## src/rtl/i2c_tgt_pkg.sv

```systemverilog
package i2c_tgt_pkg;
    localparam int BYTE_W = 8;
    localparam int CNT_W  = $clog2(BYTE_W + 1);

    typedef enum logic [2:0] {
        ST_IDLE,
        ST_ADDR,
        ST_ADDR_ACK,
        ST_WR_DATA,
        ST_WR_ACK,
        ST_RD_DATA,
        ST_RD_ACK,
        ST_RD_NEXT
    } tgt_state_e;

    typedef struct packed {
        tgt_state_e        st;
        logic [CNT_W-1:0]  cnt;
        logic [BYTE_W-1:0] sh;
        logic              rd;
        logic              oe;
        logic              rxv;
        logic              txr;
        logic              scl_p;
        logic              sda_p;
    } tgt_regs_t;
endpackage

```

## src/rtl/i2c_tgt_sync.sv

```systemverilog
module i2c_tgt_sync #(
    parameter int W      = 2,
    parameter int STAGES = 2
) (
    input  logic         clk,
    input  logic         rst,
    input  logic [W-1:0] din,
    output logic [W-1:0] dout
);
    logic [STAGES-1:0][W-1:0] chain_q;

    // Idle bus is high, so the chain resets to ones.
    always_ff @(posedge clk) begin
        if (rst) chain_q <= '1;
        else     chain_q <= {chain_q[STAGES-2:0], din};
    end

    assign dout = chain_q[STAGES-1];
endmodule

```

## src/rtl/i2c_tgt_engine.sv

```systemverilog
module i2c_tgt_engine
    import i2c_tgt_pkg::*;
#(
    parameter logic [3:0] FIXED_ID = 4'b0101,
    parameter int         STRAP_W  = 3
) (
    input  logic               clk,
    input  logic               rst,
    input  logic               scl,
    input  logic               sda,
    input  logic [STRAP_W-1:0] strap,
    input  logic               busy,
    input  logic               ack_enable,
    input  logic [BYTE_W-1:0]  tx_byte,
    output logic               sda_oe,
    output logic [BYTE_W-1:0]  rx_byte,
    output logic               rx_valid,
    output logic               tx_req
);
    localparam logic [CNT_W-1:0] FULL = CNT_W'(BYTE_W);
    localparam logic [CNT_W-1:0] LAST = CNT_W'(BYTE_W - 1);

    tgt_regs_t q, d;
    logic rise, fall, start_c, stop_c, id_ok;

    always_comb begin
        rise    = scl & ~q.scl_p;
        fall    = ~scl & q.scl_p;
        start_c = q.scl_p & scl & q.sda_p & ~sda;
        stop_c  = q.scl_p & scl & ~q.sda_p & sda;
        id_ok   = (q.sh[BYTE_W-1 -: 4] == FIXED_ID) && (q.sh[STRAP_W:1] == strap);

        d       = q;
        d.rxv   = 1'b0;
        d.txr   = 1'b0;
        d.scl_p = scl;
        d.sda_p = sda;

        if (start_c) begin
            d.st  = ST_ADDR;
            d.cnt = '0;
            d.oe  = 1'b0;
        end else if (stop_c) begin
            d.st  = ST_IDLE;
            d.oe  = 1'b0;
        end else begin
            unique case (q.st)
                ST_ADDR: begin
                    if (rise && q.cnt != FULL) begin
                        d.sh  = {q.sh[BYTE_W-2:0], sda};
                        d.cnt = q.cnt + 1'b1;
                    end else if (fall && q.cnt == FULL) begin
                        if (id_ok && !busy) begin
                            d.oe  = 1'b1;
                            d.rd  = q.sh[0];
                            d.txr = q.sh[0];
                            d.st  = ST_ADDR_ACK;
                        end else begin
                            d.st  = ST_IDLE;
                        end
                    end
                end
                ST_ADDR_ACK: begin
                    if (fall) begin
                        d.cnt = '0;
                        if (q.rd) begin
                            d.sh = tx_byte;
                            d.oe = ~tx_byte[BYTE_W-1];
                            d.st = ST_RD_DATA;
                        end else begin
                            d.oe = 1'b0;
                            d.st = ST_WR_DATA;
                        end
                    end
                end
                ST_WR_DATA: begin
                    if (rise && q.cnt != FULL) begin
                        d.sh  = {q.sh[BYTE_W-2:0], sda};
                        d.cnt = q.cnt + 1'b1;
                        d.rxv = (q.cnt == LAST);
                    end else if (fall && q.cnt == FULL) begin
                        if (ack_enable) begin
                            d.oe = 1'b1;
                            d.st = ST_WR_ACK;
                        end else begin
                            d.st = ST_IDLE;
                        end
                    end
                end
                ST_WR_ACK: begin
                    if (fall) begin
                        d.oe  = 1'b0;
                        d.cnt = '0;
                        d.st  = ST_WR_DATA;
                    end
                end
                ST_RD_DATA: begin
                    if (fall) begin
                        if (q.cnt == LAST) begin
                            d.oe = 1'b0;
                            d.st = ST_RD_ACK;
                        end else begin
                            d.sh  = {q.sh[BYTE_W-2:0], 1'b0};
                            d.oe  = ~q.sh[BYTE_W-2];
                            d.cnt = q.cnt + 1'b1;
                        end
                    end
                end
                ST_RD_ACK: begin
                    if (rise) begin
                        if (!sda) begin
                            d.txr = 1'b1;
                            d.st  = ST_RD_NEXT;
                        end else begin
                            d.st  = ST_IDLE;
                        end
                    end
                end
                ST_RD_NEXT: begin
                    if (fall) begin
                        d.sh  = tx_byte;
                        d.oe  = ~tx_byte[BYTE_W-1];
                        d.cnt = '0;
                        d.st  = ST_RD_DATA;
                    end
                end
                default: begin
                    d.oe = 1'b0;
                end
            endcase
        end
    end

    always_ff @(posedge clk) begin
        if (rst) begin
            q       <= '0;
            q.st    <= ST_IDLE;
            q.scl_p <= 1'b1;
            q.sda_p <= 1'b1;
        end else begin
            q <= d;
        end
    end

    assign sda_oe   = q.oe;
    assign rx_byte  = q.sh;
    assign rx_valid = q.rxv;
    assign tx_req   = q.txr;
endmodule

```

## src/rtl/i2c_target_front.sv

```systemverilog
module i2c_target_front
    import i2c_tgt_pkg::*;
#(
    parameter logic [3:0] FIXED_ID    = 4'b0101,
    parameter int         STRAP_W     = 3,
    parameter int         SYNC_STAGES = 2
) (
    input  logic               clk,
    input  logic               rst,
    input  logic               scl_in,
    input  logic               sda_in,
    input  logic [STRAP_W-1:0] strap,
    input  logic               busy,
    input  logic               ack_enable,
    input  logic [BYTE_W-1:0]  tx_byte,
    output logic               sda_oe,
    output logic [BYTE_W-1:0]  rx_byte,
    output logic               rx_valid,
    output logic               tx_req
);
    logic [1:0] lines_s;

    i2c_tgt_sync #(.W(2), .STAGES(SYNC_STAGES)) u_sync (
        .clk  (clk),
        .rst  (rst),
        .din  ({scl_in, sda_in}),
        .dout (lines_s)
    );

    i2c_tgt_engine #(.FIXED_ID(FIXED_ID), .STRAP_W(STRAP_W)) u_engine (
        .clk        (clk),
        .rst        (rst),
        .scl        (lines_s[1]),
        .sda        (lines_s[0]),
        .strap      (strap),
        .busy       (busy),
        .ack_enable (ack_enable),
        .tx_byte    (tx_byte),
        .sda_oe     (sda_oe),
        .rx_byte    (rx_byte),
        .rx_valid   (rx_valid),
        .tx_req     (tx_req)
    );
endmodule

```

## config.mk

```make
export PLATFORM = sky130hd
export DESIGN_NAME = i2c_target_front
export DESIGN_NICKNAME = d
export VERILOG_FILES = /design/src/rtl/i2c_tgt_pkg.sv /design/src/rtl/i2c_tgt_sync.sv /design/src/rtl/i2c_tgt_engine.sv /design/src/rtl/i2c_target_front.sv
export SDC_FILE = /design/constraint.sdc
export NUM_CORES = 1
export LEC_CHECK = 0
export ABC_CLOCK_PERIOD_IN_PS = 5100
export BUFFER_PORTS_ARGS = -buffer_cell sky130_fd_sc_hd__buf_2
export CAP_MARGIN = 20
export CELL_PAD_IN_SITES_DETAIL_PLACEMENT = 1
export CELL_PAD_IN_SITES_GLOBAL_PLACEMENT = 1
export CORE_ASPECT_RATIO = 1.1
export CORE_MARGIN = 2
export CORE_UTILIZATION = 43
export CTS_CLUSTER_DIAMETER = 80
export DETAILED_ROUTE_END_ITERATION = 10
export GPL_TIMING_DRIVEN = 0
export MAX_ROUTING_LAYER = met4
export PLACE_DENSITY = 0.8
export SYNTH_ARGS = -nofsm -noshare
export SYNTH_HDL_FRONTEND = slang
export SYNTH_SLANG_ARGS = --single-unit
```

## constraint.sdc

```tcl
create_clock -name clk -period 5.1 [get_ports clk]
set_clock_uncertainty 0.1 [all_clocks]
set_input_delay 0.51 -clock clk [delete_from_list [all_inputs] [get_ports clk]]
set_output_delay 0.51 -clock clk [all_outputs]
set_load 0.005 [all_outputs]
```

* After elaboration in Yosys (flattened, before gate mapping)
Cells that the tools add are included.
** Storage, ports and cells
- Register bits after elaboration :: 25
- Input bits :: 17
- Logic and storage cells :: 130
** Operators by class
- $add $sub $neg :: 1
- Equality and inequality tests :: 37
- Muxes and demuxes :: 43
- Bitwise gates (word level) :: 18
- Reductions and logical operators :: 19
** Operators by type and width (count)
- $mux W15 :: 3
- $reduce_and A11 Y1 :: 3
- $ne A4 B1 Y1 const B :: 8
- $pmux W8 S4 :: 1
- $mux W3 :: 9
- $mux W12 :: 2
- $ne A2 B1 Y1 const B :: 11
- $pmux W3 S7 :: 1
- $pmux W4 S5 :: 1
- $mux W1 :: 16
- $mux W13 :: 1
- $eq A3 B3 Y1 const B :: 4
- $not A1 Y1 :: 11
- $reduce_and A9 Y1 :: 1
- $reduce_bool A9 Y1 :: 1
- $eq A4 B3 Y1 const B :: 2
- $mux W2 :: 4
- $mux W8 :: 1
- $ne A2 B2 Y1 const B :: 4
- $ne A4 B2 Y1 const B :: 2
- $reduce_and A8 Y1 :: 1
- $and A1 B1 Y1 :: 7
- $mux W7 :: 1
- $pmux W1 S7 :: 1
- other kinds (17) :: 22

* Longest topological paths before layout
Gate-level depths: netlist of run 1.
- Word-level depth :: 9
- Mapped depth :: 8
- Depth with buffers taken out :: 7

* Hierarchy
A second synthesis of run 1 with hierarchy kept.
** Unflattened totals
- Cells, all modules :: 194
- Area, all modules :: 1679.1 sq um
** By module, submodules not included
- i2c_tgt_engine :: times used 1, cells each 184, area each 1559.0 sq um, sequential area each 420.4 sq um
- i2c_tgt_sync :: times used 1, cells each 10, area each 120.1 sq um, sequential area each 80.1 sq um

* Worst setup path before layout of run 1
No wires, ideal clock.
- Kind :: register to register
- From :: register u_engine.q[14] in the netlist's numbering
- To :: register u_engine.q (netlist bit u_engine.rx_byte[2])
- Arrival :: 1.628 ns
- Slack :: 3.284 ns
- Cell stages (with the launch flop) :: 9
- Cell sequence :: dfxtp_1 > inv_1 > ha_1 > and3b_1 > o221a_4 > a21oi_4 > buf_6 > nor2_2 > a311oi_2
** On the way
- Cells in the longest elaborated chain, start to end :: 4
- Elaborated cells between the ends (all ways) :: 6
- Classes of those cells :: eq/ne (4); reduce/logical (2)
** RTL lines
- from (decl) :: line i2c_tgt_engine.sv:23 : tgt_regs_t q, d;
- $ne A4 B4 Y1 :: line i2c_tgt_engine.sv:49, i2c_tgt_engine.sv:77
- $logic_and A1 B1 Y1 :: line i2c_tgt_engine.sv:49, i2c_tgt_engine.sv:77
- $ne A2 B1 Y1 (no line)
- $reduce_and A9 Y1 (no line) *
Every way passes the cells marked *; elsewhere a longest branch is shown, timed or not.
A chain may end at the register's enable or synchronous reset.

* Final worst setup path of run 1
- From :: register u_engine.q[18] in the netlist's numbering
- To :: register u_engine.q (netlist bit u_engine.rx_byte[1])
** On the way
- Cells in the longest elaborated chain, start to end :: 4
- Elaborated cells between the ends (all ways) :: 15
- Classes of those cells :: eq/ne (11); mux (1); reduce/logical (3)
** RTL lines
- $eq A3 B1 Y1 or $eq A3 B2 Y1 (tied branches) :: line i2c_tgt_engine.sv:47 : unique case (q.st)
- $reduce_or A2 Y1 (no line)
- $ne A2 B1 Y1 (no line) or $reduce_bool A4 Y1 (tied branches)
- $reduce_and A9 Y1 (no line)
Several ways; a longest one is shown, not always the timed one.

==> flow_metrics.env, run 1 <==
export IMPL_status="finished clean"
export IMPL_place_inst=260
export IMPL_drc=0
export IMPL_reg2reg_depth=6
export IMPL_fin_crit_ns=2.13
export IMPL_crit_type="reg -> reg"
export IMPL_cp_buffers_inverters=3
export IMPL_hold_violations=0
export IMPL_synth_most_common_cell="dfxtp_1"
export IMPL_grt_pass1_wl_um=7060
export IMPL_slowest_delay_ns=0.47
export IMPL_first_iter_violations=62
export IMPL_crit_family="buffers and inverters"
export IMPL_p_comb_share_pct=20.5
export IMPL_insertion_delay_ns=0.34
export IMPL_hpwl_um=3270
export IMPL_synth_area_leaders="dfxtp_1 (33%), nand2_1 (5.5%), nor2_1 (4.5%)"
export IMPL_synth_adder_area_share_pct=1.66
export IMPL_clk_pin_slew_ns=0.15
export IMPL_leakagePower_nw=0.709
export IMPL_gp_congestion=0.905
export IMPL_syn_area_per_cell_um2=8.11
export IMPL_die_y_um=66.1
export IMPL_h_tree_depth=1
export IMPL_maxCapViolations=0
export IMPL_power_density_mw_per_mm2=227
export IMPL_period_share_pct=41.7
export IMPL_sw_frac_of_total_pct=30.6
export IMPL_ys_seq_area_share_pct=33.2
export IMPL_critPathLaunchType="register"
export IMPL_vias_per_cell=5.60
export IMPL_synth_seq_cells=25
export IMPL_ys_types=49
export IMPL_numCtsBuffers=3
export IMPL_critPathCaptureType="register"
export IMPL_area_growth_pct=14.6
export IMPL_min_to="u_sync.chain_q[1]"
export IMPL_vias=1479
export IMPL_finalNonFillerCells=264
export IMPL_synth_edff_count=0
export IMPL_finalCoreUtilization_pct=51.5
export IMPL_slew_headroom_pct=61.3
export IMPL_synth_xor_area_share_pct=2.90
export IMPL_rsz0062_at_grt="no"
export IMPL_drv_slew=0
export IMPL_n_antenna_cell=0
export IMPL_first_pass_iters=4
export IMPL_postCtsSetupRepairBufs=0
export IMPL_clock_path_buffers=2
export IMPL_final_antenna_net_count=0
export IMPL_synth_nets=205
export IMPL_worstHoldPathCells=2
export IMPL_p_sw_w=0.000120
export IMPL_drive_gt1_share_pct=25.9
export IMPL_post_cts_resized=0
export IMPL_cts_tree="built"
export IMPL_fin_area_mm2=0.00173
export IMPL_rows=22
export IMPL_yosys_area_top_type_share_pct=33.2
export IMPL_hp_start="scl_in"
export IMPL_finalSetupTns_ns=0
export IMPL_critical_path_max_fanout=10
export IMPL_synth_simple_area_share_pct=30.3
export IMPL_antenna_found_initial=0
export IMPL_cp_slowest_cell="dfxtp_1"
export IMPL_cts_root_buf="clkbuf_4"
export IMPL_fmax_mhz=470
export IMPL_min_path_type="in -> reg"
export IMPL_setup_violations_final=0
export IMPL_power_frac_seq_pct=54.4
export IMPL_portBuffers=26
export IMPL_yosysTopAreaCell="dfxtp_1"
export IMPL_grt_pass1_vias=1551
export IMPL_core_area_mm2=0.00336
export IMPL_path_cells="buf_2 > inv_1 > a21oi_1 > clkbuf_1 > nand2_1 > a311oi_1"
export IMPL_dpl_cell_area_mm2=0.00170
export IMPL_cp_required_ns=5.26
export IMPL_ioPinCount=28
export IMPL_rr_startpoint="u_engine.q[18]"
export IMPL_grtUsageTotal_pct=24.2
export IMPL_syn_inst=186
export IMPL_cts_hold_buffers=0
export IMPL_grt_max_degree=16
export IMPL_synth_top_family_by_area="simple AND/OR/NAND/NOR gates"
export IMPL_muxShareOfSynthArea_pct=2.16
export IMPL_ys_warn_count=0
export IMPL_syn_cell_area_mm2=0.00151
export IMPL_cp_data_arrival_time_ns=2.29
export IMPL_initial_core_util_pct=44.9
export IMPL_finalWirelength_um=4180
export IMPL_cts_sinks=25
export IMPL_rrSetupSlack_ns=2.97
export IMPL_grt_overflow=0
export IMPL_peakVddDrop_mv=0.118
export IMPL_die_x_um=60.5
export IMPL_synthTopCellsByCount="dfxtp_1 (25), nand2_1 (22), nor2_1 (18), a21oi_1 (11)"
export IMPL_synth_compound_area_share_pct=21.9
export IMPL_clkPwrFrac_pct=25.1
export IMPL_timing_rr_end="u_engine.rx_byte[1]"
export IMPL_synth_ff_type="dfxtp_1"
export IMPL_layout_nets=236
export IMPL_avgRoutedWirePerCell_um=15.8
export IMPL_p_int_w=0.000272
export IMPL_tightest_slew_ns=0.580
export IMPL_die_area_mm2=0.00400
export IMPL_synthArstFlopShare_pct=0
## layout by cell type, fill, tap and decap left out, drive strengths merged, types with 3 or more instances in the layout
cell / netlist / routed
buf: 12 / 38
dfxtp: 25 / 25
nand2: 22 / 22
nor2: 19 / 19
a21oi: 12 / 12
nand3: 8 / 8
or2: 8 / 8
a311oi: 7 / 7
clkbuf: 4 / 7
nor2b: 6 / 6
inv: 5 / 5
o21ai: 5 / 5
xor2: 4 / 4
nand3b: 3 / 3
nor3: 3 / 3
a21o: 3 / 3
nand4: 3 / 3
a211oi: 3 / 3
## flip-flops by register name (all words and copies together) (netlist names)
register / count
u_sync.dout: 2
u_engine.rx_valid: 1
u_engine.sda_oe: 1
u_sync.chain_q: 2
u_engine.tx_req: 1
u_engine.rx_byte: 8
u_engine.q: 10
## worst max-delay path by stage
stage,startpoint,endpoint,slack [ns],cells past startpoint
after detailed placement,u_engine.q[18],u_engine.rx_byte[1],3.00,6
after floorplan,u_engine.q[14],u_engine.rx_byte[2],3.28,8
after global placement,u_engine.q[18],u_engine.rx_byte[1],3.04,6
after CTS,u_engine.q[18],u_engine.rx_byte[6],2.95,6
after global routing,u_engine.q[18],u_engine.rx_byte[6],2.75,6
final,u_engine.q[18],u_engine.rx_byte[1],2.97,6
## worst reg2reg max path, stage by stage, from the launching register on
cell and delay, ns:
dfxtp_1 0.47, buf_2 0.27, inv_1 0.17, a21oi_1 0.25, clkbuf_1 0.39, nand2_1 0.11
a311oi_1 0.27
## layout make-up
class / count / area, µm²
Buffer: 16 / 100
Clock buffer: 3 / 22.5
Clock inverter: 1 / 7.51
Fill cell: 442 / 1630
Inverter: 5 / 18.8
Multi-Input combinational cell: 140 / 890
Sequential cell: 25 / 500
Tap cell: 48 / 60.1
Timing Repair Buffer: 26 / 130
## power groups by stage
stage | Combinational (W) | Clock, W | Sequential (W)
final | 0.0000803 | 0.0000981 | 0.000213
after global routing | 0.0000903 | 0.000113 | 0.000215
after CTS | 0.0000811 | 0.0000993 | 0.000213
after detailed placement | 0.0000807 | 0 | 0.000218
after global placement | 0.0000777 | 0 | 0.000217
after floorplan | 0.0000569 | 0 | 0.000214
## logic make-up (layout without fill, tap and decap cells)
logic type                 after synthesis  in the layout
AOI/OAI and AO/OA                       43             43
and+or+nand+nor                         87             87
adders and majority gates                2              2
muxes                                    3              3
buffers and inverters                   21             51
xor gates and xnor gates                 5              5
DFF                                     25             25
## metrics by stage
stage | setup WS, ns | power [W] | hold WS, ns
after global routing | 2.75 | 0.000418 | 0.215
after detailed placement | 3.00 | 0.000298 | 0.297
final | 2.97 | 0.000392 | 0.238
after CTS | 2.95 | 0.000394 | 0.234
after global placement | 3.04 | 0.000294 | 0.294
after floorplan | 3.28 | 0.000271 | 0.289
## layer usage
layer | routed length, µm | global-route usage [%] | vias to the layer above | part of all wire [%]
li1 | - | - | 715 | -
met1 | 1740 | 27.7 | 717 | 42
met2 | 2150 | 41.8 | 36 | 51
met3 | 164 | 3.13 | 11 | 3.9
met4 | 129 | 10.6 | 0 | 3.1
met5 | 0 | - | - | 0
(Power assumes the default switching activity.)
==> inputs of run 2 (changes only) <==
Settings changed: ABC_CLOCK_PERIOD_IN_PS 5100 to 1750, CORE_UTILIZATION 43 to 36, PLACE_DENSITY 0.8 to 0.71.
Clock period 5.1 ns to 1.75 ns, I/O delays scaled along.
==> run 2 against run 1 <==
  * Fmax rose by 18%
  * Die area rose by 18%
  * The run now ends with negative setup slack left
  * Critical path depth rose by 2
  * Highest routed layer unchanged
  * Critical endpoint is now u_engine.rx_byte[4]
  * Non-clock buffer count rose by 13
==> flow_metrics.env, run 2 (synthesis results as in run 1) <==
export IMPL_status="finished, violations left"
export IMPL_violations="negative setup slack"
export IMPL_grtUsageTotal_pct=20.4
export IMPL_power_density_mw_per_mm2=635
export IMPL_numCtsBuffers=3
export IMPL_maxCapViolations=0
export IMPL_peakVddDrop_mv=0.285
export IMPL_crit_type="reg -> reg"
export IMPL_core_area_mm2=0.00399
export IMPL_rows=24
export IMPL_layout_common_cells="buf_2 (28), nand2_1 (21), buf_4 (18), dfxtp_1 (17), nor2_1 (14)"
export IMPL_cts_sinks=25
export IMPL_avgRoutedWirePerCell_um=15.9
export IMPL_die_x_um=65.7
export IMPL_min_path_type="in -> reg"
export IMPL_worstHoldPathCells=3
export IMPL_final_antenna_net_count=0
export IMPL_p_int_w=0.000888
export IMPL_finalWirelength_um=4460
export IMPL_initial_core_util_pct=37.8
export IMPL_grt_pass1_wl_um=7230
export IMPL_leakagePower_nw=0.812
export IMPL_finalSetupTns_ns=-0.297
export IMPL_drc=0
export IMPL_layout_commonest_cell="buf_2"
export IMPL_clk_pin_slew_ns=0.09
export IMPL_reg2reg_depth=8
export IMPL_antenna_found_initial=0
export IMPL_p_comb_share_pct=21.9
export IMPL_period_share_pct=103
export IMPL_sw_frac_of_total_pct=28.7
export IMPL_cts_root_buf="clkbuf_8"
export IMPL_p_sw_w=0.000357
export IMPL_cp_data_arrival_time_ns=1.90
export IMPL_multiInputGateArea_um2=957
export IMPL_fin_crit_ns=1.80
export IMPL_rrSetupSlack_ns=-0.05
export IMPL_busiest_layer="met2"
export IMPL_largest_reg_flops=10
export IMPL_cp_required_ns=1.85
export IMPL_finalNonFillerCells=281
export IMPL_area_growth_pct=29.9
export IMPL_rsz0062_at_grt="yes"
export IMPL_cts_tree="built"
export IMPL_insertion_delay_ns=0.28
export IMPL_n_antenna_cell=0
export IMPL_power_frac_seq_pct=49.8
export IMPL_seq_area_um2=518
export IMPL_clkPwrFrac_pct=28.3
export IMPL_vias=1500
export IMPL_setup_violations_final=9
export IMPL_die_y_um=71.9
export IMPL_die_area_mm2=0.00473
export IMPL_fin_ws_ns=-0.0514
export IMPL_min_to="u_engine.rx_byte[4]"
export IMPL_portBuffers=26
export IMPL_use_met3_pct=2.64
export IMPL_first_pass_iters=4
export IMPL_critical_path_max_fanout=4
export IMPL_gp_congestion=0.915
export IMPL_hp_start="tx_byte[4]"
export IMPL_rr_startpoint="u_engine.q[14]"
export IMPL_grt_pass1_vias=1541
export IMPL_layout_nets=249
export IMPL_grt_overflow=0
export IMPL_clock_path_buffers=2
export IMPL_vias_per_cell=5.34
export IMPL_fillers=483
export IMPL_largest_register="u_engine.q"
export IMPL_timing_rr_end="u_engine.rx_byte[4]"
export IMPL_ioPinCount=28
export IMPL_drv_slew=0
export IMPL_finalCoreUtilization_pct=49.1
export IMPL_fmax_mhz=555
export IMPL_h_tree_depth=1
export IMPL_hpwl_um=3140
export IMPL_critPathCaptureType="register"
export IMPL_hold_violations=0
export IMPL_gr_usage_met2_pct=35.1
export IMPL_drive_gt1_share_pct=39.7
export IMPL_grt_max_degree=15
export IMPL_critPathLaunchType="register"
export IMPL_first_iter_violations=61
export IMPL_use_met1_pct=23.9
export IMPL_slew_headroom_pct=59.1
export IMPL_tightest_slew_ns=0.613
export IMPL_place_inst=264
==> run 2: how the worst max path moves through the flow <==
stage	cells after the start	startpoint	to	slack, ns
after global placement	6	u_engine.q[18]	u_engine.rx_byte[1]	-0.34
final	8	u_engine.q[14]	u_engine.rx_byte[4]	-0.05
after detailed placement	6	u_engine.q[18]	u_engine.rx_byte[2]	-0.41
after global routing	8	u_engine.q[14]	u_engine.rx_byte[1]	-0.13
after floorplan	8	u_engine.q[14]	u_engine.rx_byte[0]	0.03
after CTS	8	u_engine.q[14]	u_engine.rx_byte[3]	-0.06
==> run 2: final cells by class <==
type / instances / area share (%)
clock buffer: 3 / 2.11
clock inverter: 1 / 0.255
sequential: 25 / 26.4
tap: 52 / 3.32
multi-input combinational: 140 / 48.8
timing repair buffer: 39 / 12.3
buffer: 16 / 5.68
inverter: 5 / 1.08
==> run 2: through the flow <==
step	hold WS [ns]	area, µm²	power (W)	setup slack (ns)
final	0.0556	1960	0.00124	-0.0514
after global routing	0.0528	1960	0.00131	-0.126
after CTS	0.0526	1880	0.00124	-0.0613
after detailed placement	0.261	1710	0.000871	-0.407
after global placement	0.259	1710	0.000860	-0.341
after floorplan	0.179	1520	0.000791	0.0335
==> run 2: repair_timing <==
item,4_1_cts,5_1_grt
buffers inserted,5,5
endpoints found under the setup margin,18,15
hold buffers,2,0
resized for setup,19,16
gates cloned,0,1
pin swaps,1,7
hold endpoints to repair,2,0
==> run 2: layer usage <==
| layer | wire length, µm | part of all wire, % |
|---|---|---|
| met5 | 0 | 0 |
| met2 | 2280 | 51 |
| met1 | 1960 | 44 |
| met4 | 70 | 1.6 |
| met3 | 141 | 3.2 |
==> run 2: worst max-delay path: stages, from the launching register on <==
cell,delay (ns)
dfxtp_4,0.39
inv_4,0.04
ha_4,0.15
and3b_2,0.21
o221a_4,0.25
a21oi_4,0.19
buf_6,0.14
nor2_2,0.03
a311oi_1,0.21
==> run 2: power groups by stage <==
stage / registers, W / clock network [W] / logic [W]
2_1_floorplan: 0.000625 / 0 / 0.000166
3_3_place_gp: 0.000632 / 0 / 0.000228
3_5_place_dp: 0.000635 / 0 / 0.000235
4_1_cts: 0.000620 / 0.000367 / 0.000256
5_1_grt: 0.000626 / 0.000389 / 0.000300
6_report: 0.000620 / 0.000352 / 0.000273
